File: config.mk
export PLATFORM = sky130hd
export DESIGN_NAME = alu_nzvc
export DESIGN_NICKNAME = d
export VERILOG_FILES = /design/src/rtl/alu_nzvc_pkg.sv /design/src/rtl/alu_lane.sv /design/src/rtl/alu_merge.sv /design/src/rtl/alu_nzvc.sv
export SDC_FILE = /design/constraint.sdc
export NUM_CORES = 1
export LEC_CHECK = 0
export BUFFER_PORTS_ARGS = -buffer_cell sky130_fd_sc_hd__clkbuf_2
export CAP_MARGIN = 25
export CORE_MARGIN = 4
export CORE_UTILIZATION = 26
export DETAILED_ROUTE_END_ITERATION = 7
export PLACE_DENSITY = 0.47
export SYNTH_ARGS = -nofsm -noshare
export SYNTH_HDL_FRONTEND = slang
export SYNTH_HIERARCHICAL = 1
export SYNTH_SLANG_ARGS = --single-unit
File: constraint.sdc
create_clock -name vclk -period 6.5
set_input_delay 0 -clock vclk [all_inputs]
set_output_delay 0 -clock vclk [all_outputs]
set_load 0.01 [all_outputs]
File: src/rtl/alu_nzvc_pkg.sv
// Shared definitions for the condition-code ALU.
// Assumes a 5-bit operation code; codes above OP_XOR behave as a test.
package alu_nzvc_pkg;

    localparam int OP_W = 5;

    typedef enum logic [OP_W-1:0] {
        OP_CLR  = 5'd0,
        OP_COM  = 5'd1,
        OP_INC  = 5'd2,
        OP_DEC  = 5'd3,
        OP_NEG  = 5'd4,
        OP_TST  = 5'd5,
        OP_ADC  = 5'd6,
        OP_SBC  = 5'd7,
        OP_ASR  = 5'd8,
        OP_ASL  = 5'd9,
        OP_ROR  = 5'd10,
        OP_ROL  = 5'd11,
        OP_SWAB = 5'd12,
        OP_SXT  = 5'd13,
        OP_MOV  = 5'd14,
        OP_ADD  = 5'd15,
        OP_SUB  = 5'd16,
        OP_CMP  = 5'd17,
        OP_BIT  = 5'd18,
        OP_BIC  = 5'd19,
        OP_BIS  = 5'd20,
        OP_XOR  = 5'd21
    } alu_op_e;

    // Flags packed N (bit 3), Z, V, C (bit 0).
    typedef struct packed {
        logic n;
        logic z;
        logic v;
        logic c;
    } nzvc_t;

endpackage

File: src/rtl/alu_lane.sv
// One ALU lane of width W: computes the result and all four flags for
// every operation at that width. Assumes W is even and at least 4.
// Used once at full word width and once at byte width.
module alu_lane
    import alu_nzvc_pkg::*;
#(
    parameter int W = 16
) (
    input  alu_op_e        op,
    input  logic [W-1:0]   src,
    input  logic [W-1:0]   dst,
    input  nzvc_t          fin,
    output logic [W-1:0]   res,
    output nzvc_t          fout
);

    localparam int          MSB     = W - 1;
    localparam int          HALF    = W / 2;
    localparam logic [W-1:0] ZERO    = '0;
    localparam logic [W-1:0] ONE     = {{(W-1){1'b0}}, 1'b1};
    localparam logic [W-1:0] ALL_ONE = '1;
    localparam logic [W-1:0] MAX_POS = {1'b0, {MSB{1'b1}}};
    localparam logic [W-1:0] MIN_NEG = {1'b1, {MSB{1'b0}}};

    logic [W:0]   wide;
    logic [W-1:0] minu;
    logic [W-1:0] subt;
    nzvc_t        fl;

    // Pick the minuend and subtrahend: cmp subtracts dst from src.
    always_comb begin
        minu = (op == OP_CMP) ? src : dst;
        subt = (op == OP_CMP) ? dst : src;
    end

    // Per-operation result and V/C rules, then the N/Z rule.
    always_comb begin
        res  = dst;
        wide = '0;
        fl   = '0;
        fl.c = fin.c;
        case (op)
            OP_CLR: begin res = ZERO; fl.c = 1'b0; end
            OP_COM: begin res = ~dst; fl.c = 1'b1; end
            OP_INC: begin res = dst + ONE; fl.v = (dst == MAX_POS); end
            OP_DEC: begin res = dst - ONE; fl.v = (dst == MIN_NEG); end
            OP_NEG: begin
                res  = ZERO - dst;
                fl.v = (res == MIN_NEG);
                fl.c = (res != ZERO);
            end
            OP_ADC: begin
                wide = {1'b0, dst} + {{W{1'b0}}, fin.c};
                res  = wide[W-1:0];
                fl.v = (dst == MAX_POS) && fin.c;
                fl.c = (dst == ALL_ONE) && fin.c;
            end
            OP_SBC: begin
                res  = dst - {{(W-1){1'b0}}, fin.c};
                fl.v = (dst == MIN_NEG);
                fl.c = !((dst == ZERO) && fin.c);
            end
            OP_ASR: begin res = {dst[MSB], dst[MSB:1]};   fl.c = dst[0];   fl.v = res[MSB] ^ fl.c; end
            OP_ASL: begin res = {dst[MSB-1:0], 1'b0};     fl.c = dst[MSB]; fl.v = res[MSB] ^ fl.c; end
            OP_ROR: begin res = {fin.c, dst[MSB:1]};      fl.c = dst[0];   fl.v = res[MSB] ^ fl.c; end
            OP_ROL: begin res = {dst[MSB-1:0], fin.c};    fl.c = dst[MSB]; fl.v = res[MSB] ^ fl.c; end
            OP_SWAB: begin res = {dst[HALF-1:0], dst[W-1:HALF]}; fl.c = 1'b0; end
            OP_SXT: begin res = {W{fin.n}}; fl.v = fin.v; end
            OP_MOV: res = src;
            OP_ADD: begin
                wide = {1'b0, dst} + {1'b0, src};
                res  = wide[W-1:0];
                fl.c = wide[W];
                fl.v = (src[MSB] == dst[MSB]) && (res[MSB] != src[MSB]);
            end
            OP_SUB, OP_CMP: begin
                wide = {1'b0, minu} - {1'b0, subt};
                res  = wide[W-1:0];
                fl.c = wide[W];
                fl.v = (minu[MSB] != subt[MSB]) && (res[MSB] != minu[MSB]);
            end
            OP_BIT: res = src & dst;
            OP_BIC: res = dst & ~src;
            OP_BIS: res = dst | src;
            OP_XOR: res = dst ^ src;
            default: begin res = dst; fl.c = 1'b0; end
        endcase
        fl.n = (op == OP_SXT) ? fin.n  : res[MSB];
        fl.z = (op == OP_SXT) ? !fin.n : (res == ZERO);
        fout = fl;
    end

endmodule

File: src/rtl/alu_merge.sv
// Chooses between the full-width lane and the byte lane and builds the
// upper byte in byte mode: dst passes through, a byte move sign-extends.
// Assumes H is W/2; swab and sxt always take the full lane.
module alu_merge
    import alu_nzvc_pkg::*;
#(
    parameter int W = 16,
    parameter int H = W / 2
) (
    input  alu_op_e          op,
    input  logic             byte_mode,
    input  logic [W-H-1:0]   dst_hi,
    input  logic [W-1:0]     full_res,
    input  nzvc_t            full_fl,
    input  logic [H-1:0]     half_res,
    input  nzvc_t            half_fl,
    output logic [W-1:0]     res,
    output nzvc_t            fl
);

    logic use_half;

    // Byte lane only when byte mode is asked for and the op honours it.
    always_comb use_half = byte_mode && (op != OP_SWAB) && (op != OP_SXT);

    // Assemble the outgoing word and flags.
    always_comb begin
        if (!use_half) begin
            res = full_res;
            fl  = full_fl;
        end else begin
            fl = half_fl;
            if (op == OP_MOV) res = {{(W-H){half_res[H-1]}}, half_res};
            else              res = {dst_hi, half_res};
        end
    end

endmodule

File: src/rtl/alu_nzvc.sv
// Top of the condition-code ALU: purely combinational. Runs a full-width
// and a byte-width lane side by side and merges them per the byte bit.
// Assumes WIDTH is even.
module alu_nzvc
    import alu_nzvc_pkg::*;
#(
    parameter int WIDTH = 16
) (
    input  logic [OP_W-1:0]  op_i,
    input  logic             byte_i,
    input  logic [WIDTH-1:0] src_i,
    input  logic [WIDTH-1:0] dst_i,
    input  logic [3:0]       flags_i,
    output logic [WIDTH-1:0] result_o,
    output logic [3:0]       flags_o
);

    localparam int HW = WIDTH / 2;

    alu_op_e         op;
    nzvc_t           fin;
    logic [WIDTH-1:0] full_res;
    nzvc_t           full_fl;
    logic [HW-1:0]   half_res;
    nzvc_t           half_fl;
    logic [WIDTH-1:0] res;
    nzvc_t           fl;

    // Decode raw input vectors into typed form.
    always_comb begin
        op  = alu_op_e'(op_i);
        fin = nzvc_t'(flags_i);
    end

    alu_lane #(.W(WIDTH)) u_full (
        .op   (op),
        .src  (src_i),
        .dst  (dst_i),
        .fin  (fin),
        .res  (full_res),
        .fout (full_fl)
    );

    alu_lane #(.W(HW)) u_half (
        .op   (op),
        .src  (src_i[HW-1:0]),
        .dst  (dst_i[HW-1:0]),
        .fin  (fin),
        .res  (half_res),
        .fout (half_fl)
    );

    alu_merge #(.W(WIDTH), .H(HW)) u_merge (
        .op        (op),
        .byte_mode (byte_i),
        .dst_hi    (dst_i[WIDTH-1:HW]),
        .full_res  (full_res),
        .full_fl   (full_fl),
        .half_res  (half_res),
        .half_fl   (half_fl),
        .res       (res),
        .fl        (fl)
    );

    // Drive the ports.
    always_comb begin
        result_o = res;
        flags_o  = fl;
    end

endmodule

=== Word-level counts from Yosys, hierarchy flattened ===
Index checks and enable logic that the tools add are counted.
Widths: inputs -> output; s select.

* Bits in registers: 0
* Output and inout port bits: 20
* Word-level logic and storage cells: 113

* $add $sub $neg: 14
* Equal/unequal tests: 38
* Mux-type cells: 17
* Bitwise operators: 17
* Reduce and logical (&&, ||, !) cells: 27

{| class="wikitable"
|+ Operator list
! cell !! count
|-
| $pmux 16 s20 || 1
|-
| $pmux 8 s20 || 1
|-
| $mux 16 || 4
|-
| $eq 16x16->1 const B || 3
|-
| $eq 5x4->1 const B || 8
|-
| $and 16x16->16 || 2
|-
| $logic_not 16->1 || 2
|-
| $not 16->16 || 2
|-
| $eq 5x5->1 const B || 6
|-
| $eq 8x8->1 const B || 3
|-
| $pmux 1 s10 || 2
|-
| $pmux 1 s9 || 2
|-
| $add 16x16->17 || 1
|-
| $sub 16x16->17 || 1
|-
| $add 16x1->16 || 1
|-
| $add 16x1->16 const B || 1
|-
| $and 8x8->8 || 2
|-
| $eq 16x15->1 const B || 1
|-
| $logic_not 8->1 || 2
|-
| $mux 8 || 2
|-
| $not 8->8 || 2
|-
| $or 16x16->16 || 1
|-
| $reduce_bool 16->1 || 1
|-
| $sub 1x16->16 const A || 1
|-
| 28 further kinds || 61
|}

=== Longest topological paths before layout ===
Gate-level depths: netlist of the first run.

* Depth after elaboration: 7
* Mapped depth: 18
* Mapped depth without buffers: 16

=== Hierarchy ===
Netlist of the first run, hierarchy kept.

{| class="wikitable"
|+ Modules (own cells, without submodules)
! module !! instances !! cells an instance !! area an instance (um^2)
|-
| alu_lane at u_full || 1 || 853 || 5366.4
|-
| alu_lane at u_half || 1 || 406 || 2690.1
|-
| alu_merge || 1 || 48 || 424.2
|}

=== Worst setup path after synthesis of the first run ===
OpenSTA, ideal clock, no wires.

* Path kind: input port to output port
* From: input op_i[4]
* To: output flags_o[2]
* Arrival time: 3.550 ns
* Data required time: 6.500 ns
* Path slack: 2.950 ns
* Stages on the path: 16
* Path through: buf_2 or3b_1 clkbuf_1 a21oi_1 xnor2_1 ha_1 clkbuf_1 nor3_1 a32oi_1 nor2_1 a2111oi_0 o21ai_1 a2111oi_0 o2111ai_1 nor4_4 mux2_2

{| class="wikitable"
|+ RTL lines
! what !! RTL line !! source
|-
| start, declared || alu_nzvc.sv:9 || <nowiki>input logic [OP_W-1:0] op_i,</nowiki>
|-
| end, declared || alu_nzvc.sv:15 || <nowiki>output logic [3:0] flags_o</nowiki>
|}

==> results.cfg, run 1 <==
[placement]
port_buffers = 61
gp_congestion = 0.978
place_hpwl_mm = 32.0

[floorplanning]
core.rowCount = 65
initial_core_util_pct = 26.6
die_y_microns = 189
ioPinCount = 62
fp.dieArea_sq_um = 35600
die_w_microns = 189
core_area_sq_um = 31900

[synth]
syn-num-nets = 1411
synth_area_sq_um = 8480
synth.distinct_cells = 101
synthCells = 1307
ys.warnings.count = 6
ys_seq_area_share_pct = 0
synth.avg_cell_area_sq_um = 6.49

[setup_path]
worstPathMaxFanout = 23
crit_arrival_ns = 5.28
crit_path_end_kind = output pin
timing_worst_setup_path_type = input port to output pin
startpoint = op_i[1]
cp.required_ns = 6.50
endpoint = flags_o[2]
start_kind = input port

[routing]
drtAntennaViolNets = 0
drtIter0Drc = 1526
wl_mm = 43.3
routedWlPerCell_microns = 25.1
drcViolationCount = 0
routed_via_density = 6.42
vias = 11100
drt_pass1_iterations = 6

[power]
leakagePower_nw = 3.33
ir_drop_mv = 0.0355
power_density_nw_per_um2 = 79.8

[layout]
drive_above_1_share_pct = 12.6
ff_latch_area_sq_um = 0
most-common-layout-cells = nor2_1 (109), nand2_1 (93), o21ai_0 (81), a21oi_1 (71), inv_1 (69)
nClkBuffers = 0
antenna_cells = 0
seq_cells = 0
fillers = 3643
final_common_cell = nor2_1
syn2layout_area_growth_pct = 7.83
final_nets = 1395
multi_input_area_sq_um = 7740

[clock_tree]
cts_resized = 0
ctsHoldBuffers = 0
cts_setup_buffers = 0

[global_routing]
grt_overflow = 0
grt_pass1_vias = 10300
grt_max_degree = 56
grtUsageTotal_pct = 22.7
grt_first_pass_wirelength_mm = 64.4
antenna_found_initial = 0

[sta]
tightestPinTransition_ns = 1.02
min_period_ns = 5.28
rsz0062_at_grt = no
whs_ns = 0.541
relSlewSlack_pct = 30.4
fmax_mhz = 189
final.period_utilization_pct = 81.2
fin_tns_setup_ns = 0
drv_slew = 0
setup_viol = 0
hold_viol_final = 0

[hold_path]
hold_class = input port to output pin
min_path_cells = 4

[run_status]
status = complete, no violations

[job]
max_cap_viol_count = 0
-- worst max-delay path: stages --
cell       delay [ns]
clkbuf_2         0.44
or3b_1           0.40
buf_4            0.22
a21oi_1          0.54
xnor2_1          0.18
ha_1             0.39
a2111oi_0        0.55
a21oi_1          0.17
o21ai_0          0.21
o2111ai_1        0.14
o21ai_0          0.12
o2111ai_1        0.19
nor4_1           0.65
o2111ai_1        0.32
nor4_4           0.34
mux2_2           0.27
clkbuf_2         0.14
-- where the power goes --
part           internal, W  total (W)  switching [W]
sequential               0          0              0
combinational     0.000251   0.000730       0.000479
clock                    0          0              0
total             0.000251   0.000730       0.000479
-- cell usage after synthesis, drive strengths merged (13+ instances only) --
cell     instances  share of area, %
a221oi          16               1.7
or3             14               1.0
xnor2           38               3.9
mux2            13               1.7
xor2            18               1.9
o21ai           93               5.5
nor2b           24               1.8
mux2i           13               1.5
buf             26               1.8
o22ai           23               1.7
ha              60               8.9
a2111oi         14               1.9
nand4           24               1.8
a31oi           26               2.6
a211oi          29               2.7
inv             70               3.1
nor3            58               3.4
nand2           94               4.2
clkbuf          90               4.0
a22oi           21               1.9
nor2           112               5.1
a21oi           71               4.2
nor4            20               1.7
o2111ai         18               1.9
nand3           41               2.4
nor3b           13               1.3
and3            15               1.2
nand2b          17               1.3
and2            18               1.3
o211ai          18               1.6
-- cells by family (layout without fill, tap and decap cells) --
group	after synthesis	after routing	synth area share [%]
AOI/OAI and AO/OA	469	469	40.5
xor gates and xnor gates	56	56	5.78
and+or+nand+nor	504	504	32.1
buffers and inverters	190	172	9.01
muxes	26	26	3.26
adders and majority gates	62	62	9.32
-- how the worst min path moves through the flow --
stage	slack (ns)	end	startpoint
3_3_place_gp	0.53	result_o[13]	byte_i
3_5_place_dp	0.54	result_o[14]	byte_i
4_1_cts	0.54	result_o[14]	byte_i
2_1_floorplan	0.19	result_o[11]	dst_i[11]
6_report	0.54	result_o[15]	byte_i
5_1_grt	0.59	result_o[14]	byte_i
-- area by class of cell --
| cell class | instances | area share (%) |
|---|---|---|
| well taps | 435 | 5.95 |
| inverters | 74 | 3.04 |
| multi-input cells | 1117 | 84.6 |
| repair buffers | 98 | 6.38 |
-- per-stage QoR --
stage | utilization, % | area (sq um) | power, W | setup WS, ns | cells
finish | 28.7 | 9150 | 0.000730 | 1.22 | 1724
global placement | 28.7 | 9140 | 0.000704 | 1.56 | 1723
detailed placement | 28.7 | 9150 | 0.000705 | 1.42 | 1724
global route | 28.7 | 9150 | 0.000777 | 1.03 | 1724
CTS | 28.7 | 9150 | 0.000709 | 1.39 | 1724
floorplan | - | 8480 | 0.000470 | 2.95 | 1307
-- per-layer routing --
layer,up-vias,track usage (%),routed length [microns]
met2,713,36.2,19000
met5,-,0,0
li1,4965,-,-
met1,5260,31.2,18100
met3,137,2.39,4120
met4,0,9.22,2170
Power figures use the tool's default switching activity.
==> run 2: changes to the inputs <==
==> constraint.sdc (replaced) <==
create_clock -name vclk -period 5.3
set_input_delay 0 -clock vclk [all_inputs]
set_output_delay 0 -clock vclk [all_outputs]
set_load 0.01 [all_outputs]
==> results.cfg, run 2 (same netlist as run 1, synthesis figures left out) <==
[setup_path]
worstPathMaxFanout = 17
timing_worst_setup_path_type = input port to output pin
crit_path_end_kind = output pin
start_kind = input port
cp.required_ns = 5.30
startpoint = op_i[4]
crit_arrival_ns = 4.56

[hold_path]
hold_class = input port to output pin
holdCritStartpoint = byte_i

[global_routing]
antenna_found_initial = 0
grt_max_degree = 36
grt_first_pass_wirelength_mm = 67.0
grtUsageTotal_pct = 23.7
grt_overflow = 0
grt_pass1_vias = 10600

[placement]
dpl_cell_area_sq_um = 9400
dp.cells = 1758
port_buffers = 61
gp_congestion = 0.958
place_hpwl_mm = 33.8

[floorplanning]
fp.dieArea_sq_um = 35600
die_y_microns = 189
initial_core_util_pct = 26.6
ioPinCount = 62
core.rowCount = 65
die_w_microns = 189
core_area_sq_um = 31900

[layout]
layoutNonFillerInstCount = 1758
most-common-layout-cells = nor2_1 (109), nand2_1 (93), o21ai_0 (81), buf_4 (72), a21oi_1 (71)
drive_above_1_share_pct = 14.9
ff_latch_area_sq_um = 0
antenna_cells = 0
fillers = 3637
final_nets = 1429
nClkBuffers = 0
seq_cells = 0
final_common_cell = nor2_1
syn2layout_area_growth_pct = 10.8
fin_area_sq_um = 9400

[routing]
drcViolationCount = 0
drtAntennaViolNets = 0
wl_mm = 45.2
routedWlPerCell_microns = 25.7
drt_pass1_iterations = 6
vias = 11400
routed_via_density = 6.48
drtIter0Drc = 1599

[power]
leakagePower_nw = 3.49
ir_drop_mv = 0.0445
power_density_nw_per_um2 = 98.2
design_power_total_w = 0.000923

[sta]
tightestPinTransition_ns = 1.09
rsz0062_at_grt = no
relSlewSlack_pct = 27.5
drv_slew = 0
setup_viol = 0
fmax_mhz = 219
fin_tns_setup_ns = 0
hold_viol_final = 0
min_period_ns = 4.56
final.period_utilization_pct = 86.1

[clock_tree]
ctsHoldBuffers = 0
cts_setup_buffers = 0
cts_resized = 0

[run_status]
status = complete, no violations

[job]
max_cap_viol_count = 0
run 2: cell type report:
| class | count | area, sq um | area share, % |
|---|---|---|---|
| well taps | 435 | 544 | 5.79 |
| multi-input cells | 1117 | 7730 | 82.3 |
| repair buffers | 132 | 841 | 8.95 |
| inverters | 74 | 278 | 2.96 |
run 2: final timing paths:
kind | endpoint | slack [ns] | depth (start not counted)
setup / recovery | flags_o[2] | 0.74 | 15
hold / removal | result_o[14] | 0.53 | 4
run 2: routing by layer:
metal	up-vias	track usage, %	part of all wire [%]
li1	5037	-	-
met1	5450	32.3	41
met2	772	38.3	44
met3	139	2.72	9.9
met4	0	9.08	5.1
met5	-	0	0
run 2: through the flow:
| step | utilization, % | hold WS (ns) | setup slack (ns) |
|---|---|---|---|
| finish | 29.5 | 0.531 | 0.739 |
| global route | 29.5 | 0.578 | 0.598 |
| CTS | 29.5 | 0.537 | 0.831 |
| detailed placement | 29.5 | 0.538 | 0.824 |
| global placement | 29.5 | 0.529 | 0.880 |
| floorplan | - | 0.190 | 1.75 |
run 2: report_power, final:
| part | switching, W | internal [W] | leakage (nW) |
|---|---|---|---|
| Sequential | 0 | 0 | 0 |
| Clock | 0 | 0 | 0 |
| Combinational | 0.000599 | 0.000324 | 3.49 |
run 2: worst max-delay path: stages:
cell	delay (ns)
clkbuf_2	0.30
buf_4	0.27
nor2b_1	0.15
buf_4	0.28
a211oi_1	0.18
a2111oi_0	0.72
o311ai_1	0.27
and3_1	0.21
a211o_1	0.29
o21bai_1	0.23
a2111oi_0	0.61
o2111ai_1	0.32
nor4_4	0.32
mux2_2	0.25
clkbuf_2	0.13
==> run 3: changes to the inputs <==
--- a/config.mk
+++ b/config.mk
@@ -5,6 +5,7 @@
 export SDC_FILE = /design/constraint.sdc
 export NUM_CORES = 1
 export LEC_CHECK = 0
+export ABC_AREA = 1
 export BUFFER_PORTS_ARGS = -buffer_cell sky130_fd_sc_hd__clkbuf_2
 export CAP_MARGIN = 25
 export CORE_MARGIN = 4
==> constraint.sdc (replaced) <==
create_clock -name vclk -period 5.3
set_input_delay 0 -clock vclk [all_inputs]
set_output_delay 0 -clock vclk [all_outputs]
set_load 0.1 [all_outputs]
==> results.cfg, run 3 <==
[routing]
drtIter0Drc = 1472
drtAntennaViolNets = 0
vias = 11900
routedWlPerCell_microns = 19.4
routed_via_density = 5.49
drcViolationCount = 0
drt_pass1_iterations = 7
wl_mm = 42.1

[synth]
syn-num-nets = 1821
synth.avg_cell_area_sq_um = 4.99
synth.most_common_cell = nand2_1
synth_largest_area_cell = nand2_1
synth.distinct_cells = 66
synth_area_sq_um = 8570
synth_simple_gate_area_share_pct = 55.9
netlist.area_leader.share_pct = 22.4
synthCells = 1717
synth-xor-area-share_pct = 2.63
synth_compound_area_share_pct = 18.6
synth_top_family_by_area = simple AND/OR/NAND/NOR gates
yosys-top-cells-count = nand2_1 (511), nor2_1 (204), inv_1 (189), nand3_1 (182), o21ai_0 (102)
synthAdderAreaFrac_pct = 9.23
ys_seq_area_share_pct = 0
synth.area.top_cells = nand2_1 (22%), nand3_1 (11%), nor2_1 (8.9%), ha_1 (8.8%), inv_1 (8.3%)
ys.warnings.count = 6
synthMuxAreaShare_pct = 0

[layout]
syn2layout_area_growth_pct = 7.46
nClkBuffers = 0
final_common_cell = nand2_1
ff_latch_area_sq_um = 0
most-common-layout-cells = nand2_1 (511), nor2_1 (204), inv_1 (189), nand3_1 (182), o21ai_0 (102)
antenna_cells = 0
drive_above_1_share_pct = 9.37
fillers = 3832
seq_cells = 0
final_nets = 1835

[floorplanning]
die_y_microns = 190
die_w_microns = 190
initial_core_util_pct = 26.3
fp.dieArea_sq_um = 35900
core_area_sq_um = 32500
core.rowCount = 66
ioPinCount = 62

[placement]
port_buffers = 61
dp_slack_ns = 0.920
place_hpwl_mm = 32.9
gp_congestion = 0.988

[power]
power_density_nw_per_um2 = 112
leakagePower_nw = 4.65
ir_drop_mv = 0.0804

[sta]
final.period_utilization_pct = 84.7
drv_slew = 0
setup_viol = 0
hold_viol_final = 0
fin_ws_ns = 0.809
rsz0062_at_grt = no
min_period_ns = 4.49
tightestPinTransition_ns = 0.920
relSlewSlack_pct = 38.5
fmax_mhz = 223
fin_tns_setup_ns = 0

[setup_path]
crit_path_end_kind = output pin
cp.required_ns = 5.30
start_kind = input port
worstPathMaxFanout = 18
crit_arrival_ns = 4.49
timing_worst_setup_path_type = input port to output pin

[global_routing]
grtUsageTotal_pct = 22.1
antenna_found_initial = 0
grt_first_pass_wirelength_mm = 63.9
grt_pass1_vias = 10900
grt_max_degree = 27
grt_overflow = 0

[clock_tree]
cts_setup_buffers = 0
cts_resized = 0
ctsHoldBuffers = 0

[hold_path]
hold_class = input port to output pin

[run_status]
status = complete, no violations

[job]
max_cap_viol_count = 0
[run 3: changes by cell type after synthesis, sizes merged, moves of 26 or more]
cell	change
clkbuf	-57
nand2	+440
nor2	+110
inv	+135
a211oi	-26
xnor2	-37
nand3	+152
[run 3: cell families (layout without fill, tap and decap cells)]
family	count (synthesis)	after routing
and+or+nand+nor	1072	1072
adders and majority gates	62	62
buffers and inverters	286	298
xor gates and xnor gates	24	24
AOI/OAI and AO/OA	273	273
[run 3: power breakdown]
group          leakage [nW]  total (W)  internal [W]  switching (W)
clock network             0          0             0              0
logic                  4.65    0.00103      0.000250       0.000784
registers                 0          0             0              0
[run 3: area by class of cell]
class / instances / area [sq um] / share of cell area, %
multi-input combinational: 1431 / 7390 / 80.3
inverter: 220 / 830 / 9.01
tap: 442 / 553 / 6.01
timing repair buffer: 78 / 433 / 4.70
[run 3: critical path, stage by stage]
cell and delay (ns):
clkbuf_2 0.37, inv_2 0.22, nor2_2 0.27, nand3_1 0.53, inv_2 0.34, nor2_1 0.08
nand3_2 0.34, inv_1 0.37, nand2_1 0.14, nand3_1 0.10, nor2_1 0.11, nand3_1 0.08
a21oi_1 0.12, nand2_1 0.06, nor2_1 0.15, nand2_1 0.11, nor2_1 0.11, nand2_1 0.06
nor2_1 0.21, nand2_1 0.10, nand2_1 0.13, clkbuf_2 0.47
[run 3: routing by layer]
metal / GRT usage, % / up-vias / part of all wire (%) / wire length (microns)
met5: 0 / - / 0 / 0
met4: 6.34 / 0 / 3.3 / 1380
met3: 2.02 / 88 / 8.7 / 3690
met2: 34.3 / 639 / 42 / 17800
met1: 32.5 / 5476 / 46 / 19300
li1: - / 5706 / - / -
[run 3: stage by stage]
| step | utilization (%) | area (sq um) | hold WS [ns] | instances | total power (W) |
|---|---|---|---|---|---|
| final | 28.3 | 9210 | 0.843 | 2171 | 0.00103 |
| after global routing | 28.3 | 9210 | 0.915 | 2171 | 0.00112 |
| after CTS | 28.3 | 9210 | 0.842 | 2171 | 0.00101 |
| after detailed placement | 28.3 | 9210 | 0.838 | 2171 | 0.00101 |
| after global placement | 28.3 | 9210 | 0.831 | 2171 | 0.00100 |
| after floorplan | - | 8570 | 0.655 | 1717 | 0.000730 |
[run 3: worst paths after layout]
path,startpoint,endpoint,slack (ns),cells after the start
setup / recovery,op_i[0],flags_o[2],0.81,22
hold / removal,dst_i[15],result_o[15],0.84,6
